===== config.mk =====
export PLATFORM = sky130hd
export DESIGN_NAME = lsu_lane_fmt
export DESIGN_NICKNAME = d
export VERILOG_FILES = /design/src/rtl/lsu_fmt_pkg.sv /design/src/rtl/lsu_agen.sv /design/src/rtl/lsu_store_steer.sv /design/src/rtl/lsu_load_extract.sv /design/src/rtl/lsu_lane_fmt.sv
export SDC_FILE = /design/constraint.sdc
export NUM_CORES = 1
export LEC_CHECK = 0
export ABC_AREA = 1
export BUFFER_PORTS_ARGS = -buffer_cell sky130_fd_sc_hd__buf_2
export CORE_MARGIN = 3
export CORE_UTILIZATION = 46
export DETAILED_ROUTE_END_ITERATION = 12
export PLACE_DENSITY = 0.92
export SYNTH_ARGS = -nofsm -noshare
export SYNTH_HDL_FRONTEND = slang
export SYNTH_SLANG_ARGS = --single-unit

===== constraint.sdc =====
create_clock -name clk_i -period 2 [get_ports clk_i]
set_input_delay 0.3 -clock clk_i [delete_from_list [all_inputs] [get_ports clk_i]]
set_output_delay 0.3 -clock clk_i [all_outputs]
set_load 0.02 [all_outputs]

===== src/rtl/lsu_fmt_pkg.sv =====
package lsu_fmt_pkg;
  typedef enum logic [2:0] {
    OP_LW  = 3'd0,
    OP_LBS = 3'd1,
    OP_LBU = 3'd2,
    OP_SW  = 3'd3,
    OP_SB  = 3'd4
  } lsu_op_e;
endpackage


===== src/rtl/lsu_agen.sv =====
module lsu_agen
  import lsu_fmt_pkg::*;
#(
  parameter int XLEN  = 32,
  parameter int OFF_W = 12
) (
  input  logic             req_i,
  input  logic [2:0]       op_i,
  input  logic [XLEN-1:0]  base_i,
  input  logic [OFF_W-1:0] offset_i,
  output logic [XLEN-1:0]  addr_o,
  output logic             misalign_o
);
  localparam int NBYTES = XLEN / 8;
  localparam int LANE_W = $clog2(NBYTES);

  logic [XLEN-1:0] off_ext;
  logic            word_op;

  assign off_ext    = {{(XLEN-OFF_W){offset_i[OFF_W-1]}}, offset_i};
  assign addr_o     = base_i + off_ext;
  assign word_op    = (op_i == OP_LW) || (op_i == OP_SW);
  assign misalign_o = req_i && word_op && (addr_o[LANE_W-1:0] != '0);
endmodule


===== src/rtl/lsu_store_steer.sv =====
module lsu_store_steer
  import lsu_fmt_pkg::*;
#(
  parameter int XLEN = 32
) (
  input  logic                           req_i,
  input  logic [2:0]                     op_i,
  input  logic                           misalign_i,
  input  logic [$clog2(XLEN/8)-1:0]      lane_i,
  input  logic [XLEN-1:0]                sdata_i,
  output logic [XLEN/8-1:0]              wstrb_o,
  output logic [XLEN-1:0]                wdata_o
);
  localparam int NBYTES = XLEN / 8;
  localparam int LANE_W = $clog2(NBYTES);

  logic is_sw, is_sb, go;
  assign is_sw = (op_i == OP_SW);
  assign is_sb = (op_i == OP_SB);
  assign go    = req_i && !misalign_i;

  for (genvar g = 0; g < NBYTES; g++) begin : g_lane
    assign wdata_o[8*g +: 8] = is_sw ? sdata_i[8*g +: 8] :
                               is_sb ? sdata_i[7:0] : 8'h00;
    assign wstrb_o[g] = go && (is_sw || (is_sb && (lane_i == LANE_W'(g))));
  end
endmodule


===== src/rtl/lsu_load_extract.sv =====
module lsu_load_extract
  import lsu_fmt_pkg::*;
#(
  parameter int XLEN = 32
) (
  input  logic                      clk_i,
  input  logic                      rst_ni,
  input  logic                      take_i,
  input  logic [2:0]                kind_i,
  input  logic [$clog2(XLEN/8)-1:0] lane_i,
  input  logic [XLEN-1:0]           rdata_i,
  output logic                      valid_o,
  output logic [XLEN-1:0]           data_o
);
  localparam int NBYTES = XLEN / 8;
  localparam int LANE_W = $clog2(NBYTES);

  logic              valid_q;
  logic [2:0]        kind_q;
  logic [LANE_W-1:0] lane_q;
  logic [7:0]        bytes [NBYTES];
  logic [7:0]        sel;

  always_ff @(posedge clk_i or negedge rst_ni) begin
    if (!rst_ni) begin
      valid_q <= 1'b0;
      kind_q  <= OP_LW;
      lane_q  <= '0;
    end else begin
      valid_q <= take_i;
      if (take_i) begin
        kind_q <= kind_i;
        lane_q <= lane_i;
      end
    end
  end

  for (genvar g = 0; g < NBYTES; g++) begin : g_byte
    assign bytes[g] = rdata_i[8*g +: 8];
  end
  assign sel = bytes[lane_q];

  always_comb begin
    data_o = '0;
    if (valid_q) begin
      case (kind_q)
        OP_LBS:  data_o = {{(XLEN-8){sel[7]}}, sel};
        OP_LBU:  data_o = {{(XLEN-8){1'b0}}, sel};
        default: data_o = rdata_i;
      endcase
    end
  end

  assign valid_o = valid_q;
endmodule


===== src/rtl/lsu_lane_fmt.sv =====
module lsu_lane_fmt
  import lsu_fmt_pkg::*;
#(
  parameter int XLEN  = 32,
  parameter int OFF_W = 12
) (
  input  logic             clk_i,
  input  logic             rst_ni,
  input  logic             req_valid_i,
  input  logic [2:0]       op_i,
  input  logic [XLEN-1:0]  base_i,
  input  logic [OFF_W-1:0] offset_i,
  input  logic [XLEN-1:0]  store_data_i,
  output logic [XLEN-1:0]  mem_addr_o,
  output logic [XLEN/8-1:0] mem_wstrb_o,
  output logic [XLEN-1:0]  mem_wdata_o,
  output logic             misalign_o,
  input  logic [XLEN-1:0]  mem_rdata_i,
  output logic             load_valid_o,
  output logic [XLEN-1:0]  load_data_o
);
  localparam int NBYTES = XLEN / 8;
  localparam int LANE_W = $clog2(NBYTES);

  logic is_load, take;

  lsu_agen #(.XLEN(XLEN), .OFF_W(OFF_W)) u_agen (
    .req_i      (req_valid_i),
    .op_i       (op_i),
    .base_i     (base_i),
    .offset_i   (offset_i),
    .addr_o     (mem_addr_o),
    .misalign_o (misalign_o)
  );

  lsu_store_steer #(.XLEN(XLEN)) u_store (
    .req_i      (req_valid_i),
    .op_i       (op_i),
    .misalign_i (misalign_o),
    .lane_i     (mem_addr_o[LANE_W-1:0]),
    .sdata_i    (store_data_i),
    .wstrb_o    (mem_wstrb_o),
    .wdata_o    (mem_wdata_o)
  );

  assign is_load = (op_i == OP_LW) || (op_i == OP_LBS) || (op_i == OP_LBU);
  assign take    = req_valid_i && is_load && !misalign_o;

  lsu_load_extract #(.XLEN(XLEN)) u_load (
    .clk_i   (clk_i),
    .rst_ni  (rst_ni),
    .take_i  (take),
    .kind_i  (op_i),
    .lane_i  (mem_addr_o[LANE_W-1:0]),
    .rdata_i (mem_rdata_i),
    .valid_o (load_valid_o),
    .data_o  (load_data_o)
  );
endmodule


* Word level (Yosys, flattened, before mapping)
Index checks and enable logic that the tools add are counted.
** Cells by class
- Muxes and demuxes :: 10
- Equality and inequality tests :: 9
- $add $sub $neg :: 1
- Magnitude comparators :: 1
- Bitwise operators :: 1
- Reduce and logical (&&, ||, !) cells :: 24
** Operators by type and width (number)
- 32-bit case mux with 2 select lines :: 1
- 8-bit two-way mux :: 7
- 32-bit adder :: 1
- 32-bit two-way mux :: 1
- 8-bit binary-select mux with 2-bit select :: 1
- 1-bit logical AND :: 13
- 3-bit by 2-bit == test with 1-bit output (second input constant) :: 3
- 1-bit logical OR :: 7
- 3-bit by 1-bit == test with 1-bit output (second input constant) :: 2
- 2-bit == test (second input constant) :: 2
- 3-bit == test (second input constant) :: 1
- 3-bit >= comparator (second input constant) :: 1
- 3-bit zero test :: 1
- 2-bit inverter with 3-bit output :: 1
- 2-bit by 1-bit == test with 1-bit output (second input constant) :: 1
- 2-bit zero test :: 1
- 2-bit nonzero test :: 1
- 1-bit zero test :: 1
** Word-level totals
- Register bits :: 6
- Input port bits :: 114
- Output and inout port bits :: 102
- Word-level logic and storage cells :: 49

* Longest topological paths before layout
- Depth after elaboration :: 7
- Mapped depth :: 12
- Depth with buffers taken out :: 12

* By module
From an unflattened synthesis, not the netlist that was laid out.
** Unflattened totals
- Cell total of the unflattened synthesis :: 840
- Area total of the unflattened synthesis :: 4215.3 um^2
** By module, submodules not included
- lsu_agen :: times used 1, area an instance 2407.3 um^2, seq. area each 0.0 um^2, cells an instance 498
- lsu_load_extract :: times used 1, area an instance 1253.7 um^2, seq. area each 150.1 um^2, cells an instance 228
- lsu_store_steer :: times used 1, area an instance 523.0 um^2, seq. area each 0.0 um^2, cells an instance 108
- lsu_lane_fmt :: times used 1, area an instance 31.3 um^2, seq. area each 0.0 um^2, cells an instance 6

* Worst setup path before layout
No wires, ideal clock.
- Path type :: in2out
- From :: input port base_i[0]
- To :: output port mem_addr_o[12]
- Data required time :: 1700 ps
- Arrival time :: 1729 ps
- Buffers on the path :: 0
- Cell stages on the path :: 9
- Path slack :: -29 ps
- Cell sequence :: ha_1 > inv_1 > fa_1 > inv_1 > nand3_1 > nand3_1 > nand3_1 > nand3_1 > xor2_1
** Between the ends
- Longest elaborated chain between the ends :: 1
** RTL lines
- start: declaration :: RTL line lsu_lane_fmt.sv:11 : input logic [XLEN-1:0] base_i,
- 32-bit adder :: RTL line lsu_agen.sv:21 : assign addr_o = base_i + off_ext;
- end: declaration :: RTL line lsu_lane_fmt.sv:14 : output logic [XLEN-1:0] mem_addr_o,
No other way between the ends.

* Final worst setup path
- From :: input port offset_i[11]
- To :: output port mem_addr_o[30]
** Between the ends
- Longest elaborated chain between the ends :: 1
** RTL lines
- start: declaration :: RTL line lsu_lane_fmt.sv:12 : input logic [OFF_W-1:0] offset_i,
- 32-bit adder :: RTL line lsu_agen.sv:21
No other way between the ends.

==> out/metrics.cfg <==
[grt]
grt_pass1_wl_um = 25400
gr-total-overflow = 0
grt_pass1_vias = 5388
antenna_found_initial = 1
grt_usage_pct = 35.3
grt_max_degree = 29

[worst_setup_path]
cp_max_fo = 6
critPathMostFrequentCell = nand2_2
path_buf_inv = 4
worstPathArrival_ps = 2020
cp_slowest_cell = ha_4
start_kind = input pin
required_ps = 1700
slowest_delay_ps = 280
worst_setup_path_end_kind = output port
cp_top_family = simple AND/OR/NAND/NOR gates
crit_type = input pin to output port
path_cells = buf_16, buf_8, ha_4, nand2_4, inv_2, nand2_2, nand2_2, nand2_2, nand2_2, a21oi_2, nand2_1, nand2_1, nand2_1, buf_6

[floorplan]
design.core.area_mm2 = 0.00741
die_w_um = 94.5
die_h_um = 94.5
io_pins = 216
die_area_mm2 = 0.00893
start_util_pct = 48.6
rows = 31

[run_status]
violations = negative setup slack
status = finished with violations

[sta]
period_share_pct = 116
rsz0062_at_grt = yes
layout_setup_ws_ps = -325
fmax_ghz = 0.430
hold_viol = 0
drv_slew = 0
relSlewSlack_pct = 68.6
finClkSkew_ps = 0
post-route-min-period_ps = 2320
tns_ps = -3310
setup_viol = 24
tightest_slew_ps = 471

[synthesis]
syn-cell-area_mm2 = 0.00360
syn-num-nets = 883
ys_seq_elements = 6
yosys_warnings = 0
syn_inst = 737
syn_avg_cell_area_um2 = 4.89
ys_top_cells_by_area = nand2_1 33%, inv_1 15%, ha_1 11%
yosysTopAreaCell = nand2_1
synth_cell_type_count = 30
synth_top_area_share_pct = 33.3
yosysSeqAreaShare_pct = 4.17

[clock_network]
worstSkewPairLatency_ps = 220
cts_tree = done
cts_buffer_depth = 2
cts_buffers = 3
clock-root-buffer = clkbuf_8
cts.clk_slew.worst_paths_ps = 40
cts.sinks = 6
htree_levels = 1

[drt]
antenna_left = 0
firstDrtPassIters = 7
vias = 6871
drc_errors = 0
wl_per_cell_um = 21.1
drt_wl_total_um = 23400
drt_iter0_drc = 1014
viasPerCell = 6.21

[placement]
routabilityCongestion = 0.962
place_inst = 1089
place_area_mm2 = 0.00513
port_buffers = 215
dp_slack_ps = -282
dp.final_hpwl_um = 11400

[finish]
instances_no_fill = 1106
final_nets = 1154
fillers = 355
final_cell_area_mm2 = 0.00656
syn_to_final_growth_pct = 82.1
drive_gt1_share_pct = 51.9

[power]
power.leakage_nw = 3.89
peakVddDrop_v = 0.000280
p_per_area_mw_per_mm2 = 463

[job]
maxCapViolCount = 0

[min_path]
min_path_type = input pin to register

## cells by family (layout without fill, tap and decap cells)
logic type,Yosys count,in the layout,share of synthesized area [%]
and+or+nand+nor,444,444,50.0
buffers and inverters,156,425,16.9
AOI/OAI and AO/OA,84,84,13.9
adders and majority gates,32,32,11.3
xor gates and xnor gates,15,15,3.65
DFF,6,6,4.17
other,0,1,0
## tightest hold or removal path, delay by kind of cell
family,cells,cell delay [ps]
and+or+nand+nor,2,130
buffers and inverters,1,110
## synthesized netlist by cell type
library cell	number
nor2_2	4
nand2_1	319
nor3_1	3
inv_1	141
o21ai_0	18
clkbuf_1	3
buf_6	1
xor2_1	12
nor3_2	1
a31oi_1	7
xnor2_1	3
o211ai_1	8
ha_1	31
nand3_1	29
o21bai_1	2
o21bai_2	1
buf_4	2
a21o_1	1
dfrtp_1	6
nand4_1	6
a21oi_1	37
nand2_2	13
nor2_1	64
nand3_2	3
buf_2	7
a21oi_2	10
or2_4	1
inv_2	2
fa_1	1
nand2_4	1
## cell usage in the layout, fill, tap and decap left out, types with 18 or more instances in the layout
master,instances
a21oi_2,24
buf_6,20
inv_2,20
buf_4,68
nand2_2,84
nor2_1,38
ha_4,30
nand3_1,18
nand2_1,227
nand2_4,21
buf_2,184
o21ai_0,18
a21oi_1,20
inv_1,122
## final timing paths
| kind | from | endpoint | slack [ps] | depth (start not counted) |
|---|---|---|---|---|
| min reg2reg | u_load.kind_q[2]$_DFFE_PN0P_ | u_load.kind_q[2]$_DFFE_PN0P_ | 560 | 2 |
| min in group asynchronous | rst_ni | u_load.kind_q[1]$_DFFE_PN0P_ | 480 | 2 |
| max in group asynchronous | rst_ni | u_load.lane_q[1]$_DFFE_PN0P_ | 1360 | 2 |
| max reg2reg | u_load.lane_q[0]$_DFFE_PN0P_ | u_load.lane_q[0]$_DFFE_PN0P_ | 1110 | 3 |
| max | offset_i[11] | mem_addr_o[30] | -320 | 14 |
| min | op_i[1] | u_load.kind_q[1]$_DFFE_PN0P_ | 350 | 3 |
## sequential cells by signal (all words and copies together), names as in the netlist
signal	count
u_load.lane_q	2
u_load.valid_o	1
u_load.kind_q	3
## report_power, final
part | total (W) | internal [W] | switching, W
Combinational | 0.00269 | 0.00105 | 0.00164
Clock | 0.000187 | 0.000130 | 0.0000574
Sequential | 0.000166 | 0.000140 | 0.0000262
## timing repair
action,4_1_cts,5_1_grt
setup buffers,1,10
cloned,0,1
hold endpoints to repair,6,0
hold buffers,1,0
pin swaps,18,75
gates resized for setup,134,177
setup endpoints to repair,55,56
## stage by stage
| stage | hold slack [ps] | utilization, % | power (W) |
|---|---|---|---|
| 3_5_place_dp | 124 | 69.3 | 0.00200 |
| 3_3_place_gp | 125 | 69.3 | 0.00198 |
| 2_1_floorplan | 4.41 | - | 0.00133 |
| 6_report | 351 | 88.5 | 0.00304 |
| 4_1_cts | 316 | 79.3 | 0.00245 |
| 5_1_grt | 364 | 88.5 | 0.00316 |
## metal layers
| layer | routed length, um | vias to the layer above | part of all wire (%) | GRT usage, % |
|---|---|---|---|---|
| li1 | - | 2793 | - | - |
| met1 | 7190 | 2973 | 31 | 38.2 |
| met2 | 10200 | 807 | 44 | 63.8 |
| met3 | 3450 | 298 | 15 | 7.89 |
| met4 | 2550 | 0 | 11 | 18.9 |
| met5 | 0 | - | 0 | 0 |
## cell type report
class                   count  area [um^2]  area share (%)
multi-input cells         575         3910            59.6
repair buffers            279         1790            27.3
inverters                 143          539            8.22
flip-flops and latches      6          151            2.31
well taps                  99          124            1.89
clock buffers               3         41.3           0.630
diodes                      1         2.50          0.0382
No activity file was read; power rests on OpenSTA's default activity.
